## src/rtl/bre_pkg.sv

```systemverilog
package bre_pkg;

    typedef enum logic [2:0] {
        BC_FIXED = 3'd0,
        BC_CARRY = 3'd1,
        BC_OVFL  = 3'd2,
        BC_MINUS = 3'd3,
        BC_ZERO  = 3'd4,
        BC_LESS  = 3'd5,
        BC_LEQ   = 3'd6,
        BC_SGNC  = 3'd7
    } base_cond_e;

    typedef struct packed {
        logic s;
        logic z;
        logic ov;
        logic c;
    } flags_t;

    typedef enum logic {
        ST_IDLE   = 1'b0,
        ST_REPORT = 1'b1
    } state_e;

endpackage

```

## src/rtl/bre_flag_cond.sv

```systemverilog
module bre_flag_cond
    import bre_pkg::*;
(
    input  base_cond_e code_i,
    input  flags_t     flags_i,
    output logic       raw_o,
    output logic       fixed_o
);

    logic signed_lt;

    always_comb begin
        signed_lt = flags_i.s ^ flags_i.ov;
        fixed_o   = 1'b0;
        raw_o     = 1'b0;
        unique case (code_i)
            BC_FIXED: begin
                fixed_o = 1'b1;
                raw_o   = 1'b1;
            end
            BC_CARRY: raw_o = flags_i.c;
            BC_OVFL:  raw_o = flags_i.ov;
            BC_MINUS: raw_o = flags_i.s;
            BC_ZERO:  raw_o = flags_i.z;
            BC_LESS:  raw_o = signed_lt;
            BC_LEQ:   raw_o = flags_i.z | signed_lt;
            BC_SGNC:  raw_o = flags_i.c ^ flags_i.s;
            default:  raw_o = 1'b0;
        endcase
    end

endmodule

```

## src/rtl/bre_ext_sel.sv

```systemverilog
module bre_ext_sel #(
    parameter int LINES = 16,
    localparam int SEL_W = $clog2(LINES)
) (
    input  logic [LINES-1:0] lines_i,
    input  logic [SEL_W-1:0] sel_i,
    output logic             hit_o
);

    logic [LINES-1:0] pick;

    for (genvar g = 0; g < LINES; g++) begin : g_pick
        assign pick[g] = lines_i[g] & (sel_i == SEL_W'(g));
    end

    assign hit_o = |pick;

endmodule

```

## src/rtl/bre_target_calc.sv

```systemverilog
module bre_target_calc #(
    parameter int ADDR_W = 16
) (
    input  logic [ADDR_W-1:0] base_i,
    input  logic [ADDR_W-1:0] disp_i,
    input  logic              back_i,
    output logic [ADDR_W-1:0] target_o
);

    logic [ADDR_W-1:0] operand;

    always_comb begin
        operand  = back_i ? ~disp_i : disp_i;
        target_o = base_i + operand + ADDR_W'(back_i);
    end

endmodule

```

## src/rtl/bre_branch_eval.sv

```systemverilog
module bre_branch_eval
    import bre_pkg::*;
#(
    parameter int ADDR_W      = 16,
    parameter int EXT_N       = 16,
    parameter int BASE_CYC    = 7,
    parameter int TAKEN_EXTRA = 2,
    parameter int UNCOND_CYC  = 9,
    parameter int NOP_CYC     = 7,
    localparam int SEL_W      = $clog2(EXT_N),
    localparam int TAKEN_CYC  = BASE_CYC + TAKEN_EXTRA,
    localparam int MAX_A      = (TAKEN_CYC > UNCOND_CYC) ? TAKEN_CYC : UNCOND_CYC,
    localparam int MAX_CYC    = (MAX_A > NOP_CYC) ? MAX_A : NOP_CYC,
    localparam int CYC_W      = $clog2(MAX_CYC + 1)
) (
    input  logic              clk_i,
    input  logic              rst_n_i,
    input  logic              eval_i,
    input  logic [SEL_W-1:0]  cond_i,
    input  logic              inv_i,
    input  logic              ext_mode_i,
    input  logic              dir_i,
    input  logic              flag_s_i,
    input  logic              flag_z_i,
    input  logic              flag_ov_i,
    input  logic              flag_c_i,
    input  logic [EXT_N-1:0]  ext_cond_i,
    input  logic [ADDR_W-1:0] pc_i,
    input  logic [ADDR_W-1:0] disp_i,
    output logic              res_valid_o,
    output logic              taken_o,
    output logic [CYC_W-1:0]  cycles_o,
    output logic [ADDR_W-1:0] next_pc_o
);

    localparam logic [CYC_W-1:0] C_BASE   = CYC_W'(BASE_CYC);
    localparam logic [CYC_W-1:0] C_TAKEN  = CYC_W'(TAKEN_CYC);
    localparam logic [CYC_W-1:0] C_UNCOND = CYC_W'(UNCOND_CYC);
    localparam logic [CYC_W-1:0] C_NOP    = CYC_W'(NOP_CYC);

    state_e state_q, state_d;

    flags_t     flags;
    base_cond_e base_code;
    logic       flag_raw, flag_fixed, ext_hit;
    logic       raw_test, fixed_kind;
    logic       taken_d;
    logic [CYC_W-1:0]  cycles_d;
    logic [ADDR_W-1:0] target, next_pc_d;

    assign flags     = '{s: flag_s_i, z: flag_z_i, ov: flag_ov_i, c: flag_c_i};
    assign base_code = base_cond_e'(cond_i[2:0]);

    bre_flag_cond u_flag (
        .code_i  (base_code),
        .flags_i (flags),
        .raw_o   (flag_raw),
        .fixed_o (flag_fixed)
    );

    bre_ext_sel #(.LINES(EXT_N)) u_ext (
        .lines_i (ext_cond_i),
        .sel_i   (cond_i),
        .hit_o   (ext_hit)
    );

    bre_target_calc #(.ADDR_W(ADDR_W)) u_tgt (
        .base_i   (pc_i),
        .disp_i   (disp_i),
        .back_i   (dir_i),
        .target_o (target)
    );

    // Decision and timing for the instruction presented this cycle
    always_comb begin
        raw_test   = ext_mode_i ? ext_hit : flag_raw;
        fixed_kind = !ext_mode_i && flag_fixed;
        if (fixed_kind) begin
            taken_d  = !inv_i;
            cycles_d = inv_i ? C_NOP : C_UNCOND;
        end else begin
            taken_d  = raw_test ^ inv_i;
            cycles_d = taken_d ? C_TAKEN : C_BASE;
        end
        next_pc_d = taken_d ? target : pc_i;
    end

    // Next-state logic
    always_comb begin
        state_d = state_q;
        unique case (state_q)
            ST_IDLE:   state_d = eval_i ? ST_REPORT : ST_IDLE;   // take
            ST_REPORT: state_d = eval_i ? ST_REPORT : ST_IDLE;   // chain / retire
            default:   state_d = ST_IDLE;
        endcase
    end

    // State register
    always_ff @(posedge clk_i) begin
        if (!rst_n_i) state_q <= ST_IDLE;
        else          state_q <= state_d;
    end

    // Result registers
    always_ff @(posedge clk_i) begin
        if (!rst_n_i) begin
            taken_o   <= 1'b0;
            cycles_o  <= '0;
            next_pc_o <= '0;
        end else if (eval_i) begin
            taken_o   <= taken_d;
            cycles_o  <= cycles_d;
            next_pc_o <= next_pc_d;
        end
    end

    assign res_valid_o = (state_q == ST_REPORT);

    AST_VALID_AFTER_EVAL: assert property (@(posedge clk_i) disable iff (!rst_n_i)
        eval_i |=> res_valid_o);
    AST_NO_SPURIOUS_VALID: assert property (@(posedge clk_i) disable iff (!rst_n_i)
        !eval_i |=> !res_valid_o);
    AST_RESULT_HOLD: assert property (@(posedge clk_i) disable iff (!rst_n_i)
        !eval_i |=> ($stable(taken_o) && $stable(cycles_o) && $stable(next_pc_o)));
    AST_NOT_TAKEN_PC: assert property (@(posedge clk_i) disable iff (!rst_n_i)
        eval_i && !taken_d |=> (next_pc_o == $past(pc_i)));
    AST_UNCOND_TAKEN: assert property (@(posedge clk_i) disable iff (!rst_n_i)
        eval_i && !ext_mode_i && cond_i[2:0] == 3'd0 && !inv_i |=> taken_o && cycles_o == C_UNCOND);
    AST_NOP_SKIPPED: assert property (@(posedge clk_i) disable iff (!rst_n_i)
        eval_i && !ext_mode_i && cond_i[2:0] == 3'd0 && inv_i |=> !taken_o && cycles_o == C_NOP);
    AST_NOT_TAKEN_CYC: assert property (@(posedge clk_i) disable iff (!rst_n_i)
        res_valid_o && !taken_o |-> (cycles_o == C_BASE || cycles_o == C_NOP));

endmodule

```

## config.mk

```make
export PLATFORM = sky130hd
export DESIGN_NAME = bre_branch_eval
export DESIGN_NICKNAME = d
export VERILOG_FILES = /design/src/rtl/bre_pkg.sv /design/src/rtl/bre_flag_cond.sv /design/src/rtl/bre_ext_sel.sv /design/src/rtl/bre_target_calc.sv /design/src/rtl/bre_branch_eval.sv
export SDC_FILE = /design/constraint.sdc
export NUM_CORES = 1
export LEC_CHECK = 0
export ABC_AREA = 1
export BUFFER_PORTS_ARGS = -buffer_cell sky130_fd_sc_hd__buf_2
export CAP_MARGIN = 20
export CORE_MARGIN = 4
export CORE_UTILIZATION = 53
export CTS_CLUSTER_SIZE = 16
export DETAILED_ROUTE_END_ITERATION = 10
export PLACE_DENSITY_LB_ADDON = 0.2
export SLEW_MARGIN = 20
export SYNTH_ARGS = -nofsm -noshare
export SYNTH_HDL_FRONTEND = slang
export SYNTH_SLANG_ARGS = --single-unit
```

## constraint.sdc

```tcl
create_clock -name clk_i -period 4.95 [get_ports clk_i]
set_clock_uncertainty 0.15 [all_clocks]
set_input_delay 0.99 -clock clk_i [delete_from_list [all_inputs] [get_ports clk_i]]
set_output_delay 0.99 -clock clk_i [all_outputs]
set_load 0.05 [all_outputs]
```

==> impl_metrics.json <==
{
  "status": "complete, no violations",
  "final.setup.tns_ps": 0,
  "maximum_number_of_pins_on_one_net_before_global_route_repair": 36,
  "ff_latch_area_sq_um": 400,
  "final-hold-violation-count": 0,
  "synth-seq-area-share_pct": 17.0,
  "finish.instance_area_sq_um": 2780,
  "power-per-cell-area_nw_per_um2": 265,
  "maxCapViolations": 0,
  "setup_viol_count_final": 0,
  "most-common-layout-cells": "nand2_1, buf_2, nand3_1",
  "multi_input_comb_area_sq_um": 1680,
  "min_from": "cycles_o[0]",
  "cts_buffers": 3,
  "critical_path.endpoint_type": "flip-flop",
  "cts_tree": "yes",
  "crit_chain": "buf_2 > xor2_1 > ha_1 > or2_2 > nand2_1 > inv_1 > nand3_1 > nand3_1 > xor2_1 > nand3_1 > nand3_1 > nand2_1 > inv_1",
  "cts_sinks": 20,
  "cpMostUsedCell": "nand3_1",
  "postSynthRegisterBits": 20,
  "initial_core_util_pct": 56.7,
  "drc": 0,
  "synthArstFlopShare_pct": 0,
  "fin_util_pct": 67.0,
  "num_rows": 23,
  "hold_path_depth": 2,
  "global_placer_s_final_weighted_congestion": 0.870,
  "resized_gates_after_cts": 0,
  "layout.nets": 508,
  "detail_route.vias_per_cell": 5.31,
  "timing.hold.worst_endpoint": "cycles_o[0]",
  "grt_overflow": 0,
  "vias_in_the_first_global_route": 2339,
  "cp_slowest_stage_delay_ps": 370,
  "final.min_clock_period_ps": 3020,
  "cts.path.max_buffers": 2,
  "r2r.worst_path.cells": 4,
  "rsz0062_at_grt": "no",
  "regToRegSetupSlack_ps": 4100,
  "static-leakage-power_nw": 1.60,
  "max_freq_mhz": 331,
  "placed_area_sq_um": 2710,
  "placed_cells": 474,
  "area.growth.synth_to_final_pct": 18.2,
  "antennaDiodeCount": 0,
  "drt_pre_antenna_iters": 4,
  "timing.critical_path.fanout_max": 16,
  "critical_setup_path_kind": "input pin to flip-flop",
  "die_h_microns": 74.6,
  "detail_route.iter0.violations": 140,
  "synth_area_per_cell_sq_um": 6.58,
  "number_of_enable_flip_flop_cells_after_synthesis": 0,
  "cts_setup_buffers": 0,
  "antenna_violations_before_repair": 0,
  "io_buffers": 83,
  "first_pass_grt_wire_length_microns": 10100,
  "grt_util_all_layers_pct": 23.1,
  "routed_wire_length_per_instance_microns": 13.4,
  "timing.final.max_slew_violations": 0,
  "clkTransAtPathRegs_ps": 70,
  "layout-drive-gt1-share_pct": 26.4,
  "routed-via-count": 2540,
  "core_region_area_sq_um": 4140,
  "finalCritPeriodShare_pct": 61.0,
  "r2r-end": "next_pc_o[0]",
  "synthesis.area_sq_um": 2350,
  "filler_instances": 399,
  "cpMaxStageDelayCell": "buf_2",
  "top_level_i_o_count": 84,
  "syn-num-nets": 436,
  "ctsRootBufferMaster": "clkbuf_8",
  "synth.area.top_cells": "dfxtp_1, nand2_1, nand3_1",
  "worstPathArrival_ps": 3080,
  "synth.lib_cells_used.distinct": 38,
  "layoutNonFillerInstCount": 478,
  "r2r_start": "next_pc_o[0]",
  "slew_headroom_pct": 56.3,
  "crit_path_start_kind": "input pin",
  "syn_inst": 357,
  "die-width_microns": 74.6,
  "synth_top_area_cell": "dfxtp_1",
  "drtAntennaViolNets": 0,
  "clock_tree.htree_level_count": 1,
  "cts_hold_fix_bufs": 0,
  "max-vdd-ir-drop_mv": 0.232,
  "cp.required_ps": 5010,
  "worst_pin_slew_ps": 655,
  "post_detailed_routing_wire_length_microns": 6420,
  "worstSkewPairLatency_ps": 260,
  "final_common_cell": "nand2_1",
  "worstHoldPathType": "flip-flop to flip-flop",
  "timing.critical_path.from": "dir_i",
  "dominantRegCellSynth": "dfxtp_1",
  "synth_top_area_share_pct": 17.0,
  "hpwlAfterDp_microns": 5240,
  "synth_warnings": 0,
  "floorplan.die_area_sq_um": 5560
}
## sequential cells by signal, summed over array words and instances (netlist names)
| signal | flops |
|---|---|
| cycles_o | 2 |
| taken_o | 1 |
| next_pc_o | 16 |
| res_valid_o | 1 |
## report_power, final
| group | switching (mW) | total [mW] | internal [mW] |
|---|---|---|---|
| logic | 0.260 | 0.387 | 0.128 |
| clock network | 0.0532 | 0.161 | 0.108 |
| registers | 0.00877 | 0.187 | 0.178 |
| total | 0.322 | 0.735 | 0.414 |
## critical path: cells and delay by family
kind / cells / cell delay (ps)
and+or+nand+nor: 7 / 830
buffers and inverters: 3 / 480
xor gates and xnor gates: 2 / 460
adders and majority gates: 1 / 290
## metrics by stage
step	setup slack, ps	hold WS [ps]	power (mW)
final	1930	296	0.735
after global routing	1690	324	0.786
after CTS	1930	302	0.737
after detailed placement	1660	290	0.573
after global placement	1700	278	0.570
after floorplan	1960	508	0.487
## cell families after synthesis
logic type	share of synthesized area (%)
flip-flops	17.0
AO/OA/AOI/OAI	9.05
adder cells (fa/ha/maj)	9.37
buffers and inverters	11.6
XOR/XNOR	10.1
AND/OR/NAND/NOR	42.9
## how the worst max path moves through the flow
| stage | cells after the start | slack, ps | to |
|---|---|---|---|
| global placement | 13 | 1700 | next_pc_o[12] |
| detailed placement | 13 | 1660 | next_pc_o[12] |
| global route | 14 | 1690 | next_pc_o[12] |
| finish | 13 | 1930 | next_pc_o[12] |
| floorplan | 15 | 1960 | next_pc_o[13] |
| CTS | 13 | 1930 | next_pc_o[12] |
## cell usage after synthesis, types with 2 or more instances
cell type and count:
a21o_1 2, a21oi_1 16, a31oi_1 2, buf_2 3, buf_4 7, buf_6 2, clkbuf_1 3, dfxtp_1 20
ha_1 16, inv_1 36, inv_4 2, nand2_1 96, nand2_2 2, nand2_4 3, nand3_1 44, nand3_2 12
nand3b_1 3, nand4_1 16, nor2_1 19, nor3_1 2, o21ai_0 6, o21ai_2 2, o21bai_1 2, o31ai_1 2
xnor2_1 3, xor2_1 24
## per-layer routing
metal,wire [microns],track usage [%],vias to the layer above,share of wire [%]
li1,-,-,1321,-
met1,2690,27.6,1109,42
met2,3050,40.8,88,48
met3,381,2.97,22,5.9
met4,290,10.7,0,4.5
met5,0,0,-,0
## area by class of cell
type	instances	share of cell area, %
clock buffers	3	1.49
flip-flops and latches	20	14.4
well taps	50	2.25
clock inverters	1	1.08
inverters	39	5.45
multi-input cells	282	60.4
repair buffers	83	15.0
No activity file was read; power rests on OpenSTA's default activity.
